[src/rtl/i2c_ack_pkg.sv]
package i2c_ack_pkg;
  // returns 1 when the acknowledge slot must be released (NACK)
  function automatic logic pick_nack(
    input logic addr_hit,
    input logic count_zero,
    input logic ack_ctl,
    input logic last_ack_ctl,
    input logic bus_fault
  );
    logic sel;
    if (addr_hit)        sel = ack_ctl;
    else if (count_zero) sel = last_ack_ctl;
    else                 sel = ack_ctl;
    return sel | bus_fault;
  endfunction
endpackage

[src/rtl/ack_bit_counter.sv]
module ack_bit_counter #(
  parameter int BITS = 8,
  localparam int BCW = $clog2(BITS + 1)
) (
  input  logic           clk,
  input  logic           rst,
  input  logic           scl_lvl,
  input  logic           start_seen,
  output logic           scl_rise,
  output logic           scl_fall,
  output logic           at_last,
  output logic [BCW-1:0] bit_cnt
);
  logic scl_q;

  always_ff @(posedge clk) begin
    if (rst) scl_q <= 1'b1;
    else     scl_q <= scl_lvl;
  end

  assign scl_rise = scl_lvl & ~scl_q;
  assign scl_fall = ~scl_lvl & scl_q;
  assign at_last  = (bit_cnt == BCW'(BITS));

  always_ff @(posedge clk) begin
    if (rst || start_seen)  bit_cnt <= '0;
    else if (scl_rise) begin
      if (at_last) bit_cnt <= '0;
      else         bit_cnt <= bit_cnt + 1'b1;
    end
  end

  // count never passes the last data bit
  a_r2_cnt_range: assert property (@(posedge clk) disable iff (rst)
    bit_cnt <= BCW'(BITS));
  // start restarts the count
  a_r4_start_clears: assert property (@(posedge clk) disable iff (rst)
    start_seen |=> bit_cnt == '0);
endmodule

[src/rtl/ack_decider.sv]
module ack_decider #(
  parameter int CNT_W = 8
) (
  input  logic             rx_dir,
  input  logic [CNT_W-1:0] bytes_left,
  input  logic             addr_hit,
  input  logic             bus_fault,
  input  logic             ack_ctl,
  input  logic             last_ack_ctl,
  output logic             want_pull
);
  import i2c_ack_pkg::*;
  logic nack;

  always_comb begin
    nack      = pick_nack(addr_hit, bytes_left == '0, ack_ctl, last_ack_ctl, bus_fault);
    want_pull = rx_dir & ~nack;
  end
endmodule

[src/rtl/i2c_ack_sequencer.sv]
module i2c_ack_sequencer #(
  parameter int CNT_W = 8,
  parameter int BITS  = 8
) (
  input  logic             clk,
  input  logic             rst,
  input  logic             scl_lvl,
  input  logic             sda_lvl,
  input  logic             start_seen,
  input  logic             rx_dir,
  input  logic [CNT_W-1:0] bytes_left,
  input  logic             addr_hit,
  input  logic             bus_fault,
  input  logic             ack_ctl,
  input  logic             last_ack_ctl,
  output logic             ack_window,
  output logic             sda_pull_low,
  output logic             nack_seen
);
  localparam int BCW = $clog2(BITS + 1);

  logic           scl_rise, scl_fall, at_last, want_pull;
  logic [BCW-1:0] bit_cnt;
  logic           open_now, close_now;

  ack_bit_counter #(.BITS(BITS)) u_cnt (
    .clk(clk), .rst(rst), .scl_lvl(scl_lvl), .start_seen(start_seen),
    .scl_rise(scl_rise), .scl_fall(scl_fall), .at_last(at_last), .bit_cnt(bit_cnt)
  );

  ack_decider #(.CNT_W(CNT_W)) u_dec (
    .rx_dir(rx_dir), .bytes_left(bytes_left), .addr_hit(addr_hit),
    .bus_fault(bus_fault), .ack_ctl(ack_ctl), .last_ack_ctl(last_ack_ctl),
    .want_pull(want_pull)
  );

  assign open_now  = scl_fall & at_last;
  assign close_now = scl_rise & at_last;

  always_ff @(posedge clk) begin
    if (rst || start_seen) ack_window <= 1'b0;
    else if (open_now)     ack_window <= 1'b1;
    else if (close_now)    ack_window <= 1'b0;
  end

  always_ff @(posedge clk) begin
    if (rst || start_seen || bus_fault) sda_pull_low <= 1'b0;
    else if (open_now)                  sda_pull_low <= want_pull;
    else if (close_now)                 sda_pull_low <= 1'b0;
  end

  always_ff @(posedge clk) begin
    if (rst)                                      nack_seen <= 1'b0;
    else if (close_now && !rx_dir && !start_seen) nack_seen <= sda_lvl;
  end

  // SDA is only pulled inside the acknowledge window
  a_r5_pull_in_window: assert property (@(posedge clk) disable iff (rst)
    sda_pull_low |-> ack_window);
  // a bus fault releases SDA on the next clock
  a_r8_fault_release: assert property (@(posedge clk) disable iff (rst)
    bus_fault |=> !sda_pull_low);
  // a pull starts only while receiving
  a_r9_pull_rx_only: assert property (@(posedge clk) disable iff (rst)
    $rose(sda_pull_low) |-> $past(rx_dir));
  // the status moves only at the close of a window
  a_r10_status_hold: assert property (@(posedge clk) disable iff (rst)
    !$stable(nack_seen) |-> $past(ack_window));
  // the window opens only on a falling SCL edge
  a_r3_open_on_fall: assert property (@(posedge clk) disable iff (rst)
    $rose(ack_window) |-> $past(scl_fall));
endmodule

[config.mk]
export PLATFORM = sky130hd
export DESIGN_NAME = i2c_ack_sequencer
export DESIGN_NICKNAME = d
export VERILOG_FILES = /design/src/rtl/i2c_ack_pkg.sv /design/src/rtl/ack_bit_counter.sv /design/src/rtl/ack_decider.sv /design/src/rtl/i2c_ack_sequencer.sv
export SDC_FILE = /design/constraint.sdc
export NUM_CORES = 1
export LEC_CHECK = 0
export ABC_AREA = 1
export BUFFER_PORTS_ARGS = -buffer_cell sky130_fd_sc_hd__buf_2
export CORE_AREA = 2 2 39 41
export CTS_CLUSTER_SIZE = 24
export DETAILED_ROUTE_END_ITERATION = 8
export DIE_AREA = 0 0 41 43
export GPL_TIMING_DRIVEN = 0
export PLACE_DENSITY = 0.68
export SLEW_MARGIN = 30
export SYNTH_ARGS = -nofsm -noshare
export SYNTH_HDL_FRONTEND = slang
export SYNTH_HIERARCHICAL = 1
export SYNTH_SLANG_ARGS = --single-unit
[constraint.sdc]
create_clock -name clk -period 1.1 [get_ports clk]
set_input_delay 0.11 -clock clk [delete_from_list [all_inputs] [get_ports clk]]
set_output_delay 0.11 -clock clk [all_outputs]
set_load 0.02 [all_outputs]
Yosys cells after proc, flatten, opt, wreduce, memory -nomap -nowiden
Cells that the tools add are included.

Add/sub/neg operators: 1. Eq/ne operators: 1. Multiplexer cells: 6. Bitwise logic cells: 9. Reduce and logical (&&, ||, !) cells: 8.

Operators by type and width (count): $logic_not A8 Y1 (1); $and A1 B1 Y1 (5); $mux W1 (5); $add A4 B1 Y4 const B (1); $eq A4 B4 Y1 const B (1); $mux W4 (1); $not A1 Y1 (3); $logic_and A1 B1 Y1 (2); $logic_not A1 Y1 (2); $logic_or A1 B1 Y1 (2); $reduce_bool A2 Y1 (1); $or A1 B1 Y1 (1).

Flip-flop bits (word level): 8. Input bits: 18. Word-level logic and storage cells: 30.

Depth between registers and ports, before layout
Depth in word-level cells: 7. Gate-level depth with buffers: 9. Depth with buffers taken out: 9.

By module
The synthesis kept the hierarchy.

By module, submodules not included: ack_bit_counter (times used 1, cells an instance 39, area an instance 276.5 µm², sequential area each 100.1 µm²); i2c_ack_sequencer (times used 1, cells an instance 21, area an instance 160.2 µm², sequential area each 60.1 µm²); ack_decider (times used 1, cells an instance 13, area an instance 68.8 µm², sequential area each 0.0 µm²).

Least setup slack after synthesis
No wires, ideal clock.

Path kind: register to register. Start point: register u_cnt.bit_cnt[0]. End point: register nack_seen. Arrival time: 1.042 ns. Path slack: -0.055 ns. Stages on the path, launching flop included: 10. Buffers on the path: 0. Period minus slack after synthesis: 1.155 ns. Cell sequence: dfxtp_1 > inv_1 > ha_1 > nand2_1 > nor2_2 > nand2_2 > inv_2 > nand3_2 > nand2_1 > nor2_2.

Word-level cells in the longest chain between the ends: 4.

RTL lines: start, declared (line ack_bit_counter.sv:12) `output logic [BCW-1:0] bit_cnt`; start signal, assigned (line ack_bit_counter.sv:29) `else bit_cnt <= bit_cnt + 1'b1;`; $eq A4 B4 Y1 (line ack_bit_counter.sv:23) `assign at_last = (bit_cnt == BCW'(BITS));`; named net at_last (line i2c_ack_sequencer.sv:22) `logic scl_rise, scl_fall, at_last, want_pull;`; $and A1 B1 Y1 (line i2c_ack_sequencer.sv:38) `assign close_now = scl_rise & at_last;`; $logic_and A1 B1 Y1 (2 in a row) (line i2c_ack_sequencer.sv:54) `else if (close_now && !rx_dir && !start_seen) nack_seen <= sda_lvl;`; end signal, assigned (line i2c_ack_sequencer.sv:54); end, declared (line i2c_ack_sequencer.sv:18) `output logic nack_seen`.

The timed path passes the listed nets, and every way through them passes these cells. A chain may end at the register's enable or synchronous reset.

Worst setup path after layout
Same ends and word-level chain as after synthesis.

==> reports/metrics.yaml <==
hold_path:
  hold_depth: 2
  hold_class: "in2reg"
critical_path:
  critPathKind: "reg2reg"
  end_kind: "flop"
  path_cells: "inv_4, ha_4, nand2_4, nor2_4, nand2_2, inv_2, buf_4, a21oi_2, nor2_2"
  critPathMaxStageDelay_ns: 0.35
  cp.arrival_ns: 1.31
  startpoint_type: "flop"
  r2r_cells: 9
  worstPathMaxFanout: 4
  crit_slowest_cell: "dfxtp_4"
  worstPathRequired_ns: 1.24
clock_tree:
  cts_root_buffer: "clkbuf_4"
  insertion_delay_ns: 0.25
  ctsHoldBuffers: 0
  clock-sinks: 8
  htree_num_levels: 1
  clockBufferDepth: 2
  cts_tree: "built"
  cts_buffers: 3
  clkTransAtPathRegs_ns: 0.05
sta:
  fin_crit_sh: 1.06
  hold_viol_final: 0
  skew_ns: 0.000616
  min_period_ns: 1.17
  setup_viol: 4
  rsz0062_at_grt: "true"
  tightest_slew_ns: 0.201
  slew_viol_final: 0
  setup_ws_ns: -0.0651
  clock.fmax_mhz: 858
  slew_headroom: 0.866
global_routing:
  grt_pass1_vias: 460
  grt_pass1_wl_um: 1770
  grt_use_total: 0.142
  grt_max_degree: 7
  antenna_found_initial: 0
  grt-ovfl-total: 0
synth:
  synth_top_area_cell: "dfxtp_1"
  syn_area_um2: 505
  syn_inst: 73
  ys_types: 19
  avgSynthCellArea_um2: 6.92
  ys_seq_area_frac: 0.317
  synth_top_area_frac: 0.317
  synth_fp_nets: 93
  ys_warn_count: 6
  synthTopCellsByArea: "dfxtp_1 32%, nand2_1 11%, inv_1 7.4%"
  synth-seq-cells: 8
layout:
  nNetsFinal: 126
  drive_above_1_share: 0.490
  fin_cells: 120
  diodes: 0
  final_common_cell: "buf_2"
  layout_common_cells: "20 x buf_2, 12 x nand2_1, 10 x nor2_1"
  syn_to_final_growth_pct: 47.5
power_and_ir_drop:
  power.density_nw_per_um2: 814
  clkPwrFrac: 0.364
  combPwrFrac: 0.150
  p_sw_frac: 0.239
  vdd_ir_drop_max_v: 0.000418
  intPower_uw: 462
  p_sw_uw: 145
  leakage_nw: 0.369
  p_seq_frac: 0.486
detailed_routing:
  ant_nets: 0
  via_count: 536
  wl_per_cell_um: 8.47
  drc: 0
  post_drt_via_cell_ratio: 4.47
  dr.pass1.iters: 4
  wl_um: 1020
  drtIter0Drc: 9
die:
  die_x_um: 41
  fp.dieH_um: 43
  core_um2: 1380
  ioPinCount: 21
  start_util: 0.365
  rows: 14
  design.die.area_um2: 1760
placed_design:
  dp.cells: 109
  preCtsSetupSlack_ns: -0.107
  routabilityCongestion: 0.648
  portBuffers: 20
  place_hpwl_um: 790
run_status:
  status: "finished, violations left"
  violations: "negative setup slack"
job:
  drv_cap: 0
## cells in the mapped netlist (all sizes together)
cell type / n
nor2: 15
clkinv: 1
nand2: 16
nand3: 6
dfxtp: 8
a21oi: 6
a211oi: 1
inv: 12
or2: 3
nor3: 1
ha: 2
nand3b: 1
and3: 1
## layout make-up
class / count / area, um2
Fill cell: 135 / 638
Multi-Input combinational cell: 52 / 327
Sequential cell: 8 / 165
Timing Repair Buffer: 28 / 160
Inverter: 13 / 51.3
Clock buffer: 3 / 22.5
Tap cell: 16 / 20.0
## power groups by stage
stage | clock network, mW | registers (mW) | logic [mW]
6_report | 0.221 | 0.295 | 0.0911
5_1_grt | 0.245 | 0.295 | 0.104
4_1_cts | 0.233 | 0.295 | 0.0900
3_5_place_dp | 0 | 0.304 | 0.0846
3_3_place_gp | 0 | 0.304 | 0.0824
2_1_floorplan | 0 | 0.303 | 0.0414
## worst max-delay path: cells and delay by family (launching register included)
family          cells  cell delay [ns]
compound gates      1             0.13
fa+ha+maj           1             0.15
buf+inv             3             0.20
flops               1             0.35
simple gates        4             0.22
## metrics by stage
| step | utilization | area [um2] | TNS, ns | hold slack [ns] | power, mW |
|---|---|---|---|---|---|
| floorplan | - | 528 | 0 | 0.207 | 0.345 |
| global placement | 0.468 | 648 | -0.0800 | 0.329 | 0.386 |
| detailed placement | 0.468 | 648 | -0.123 | 0.337 | 0.389 |
| CTS | 0.505 | 698 | -0.0628 | 0.0743 | 0.618 |
| global route | 0.539 | 746 | -0.536 | 0.0965 | 0.644 |
| finish | 0.539 | 746 | -0.173 | 0.0792 | 0.607 |
## path summary, 6_finish.rpt
path | to | from | slack [ns]
min reg2reg | ack_window | ack_window | 0.45
min | u_cnt/scl_q | rst | 0.08
max reg2reg | nack_seen | u_cnt/bit_cnt[0] | -0.07
max | nack_seen | u_cnt/bit_cnt[0] | -0.07
## flip-flops by register name (all words and copies together) (netlist names)
signal and flops:
ack_window 1, u_cnt/bit_cnt 4, sda_pull_low 1, nack_seen 1
u_cnt/scl_q 1
## kinds of logic after synthesis
kind of cell / after synthesis / share of synthesized area
AOI/OAI and AO/OA: 7 / 0.0817
adders and majority gates: 2 / 0.0495
buffers and inverters: 13 / 0.0965
DFF: 8 / 0.317
and+or+nand+nor: 43 / 0.455
## what timing repair did
item,4_1_cts,5_1_grt
endpoints found under the setup margin,2,3
pin swaps,2,4
resized for setup,2,3
buffers inserted,3,5
## routing by layer
layer	vias up	track usage	wire length, um
met5	-	0	0
met4	0	0.0400	5
met3	2	0.0471	61
met2	16	0.219	504
met1	231	0.183	445
li1	287	-	-
(Power assumes the default switching activity.)
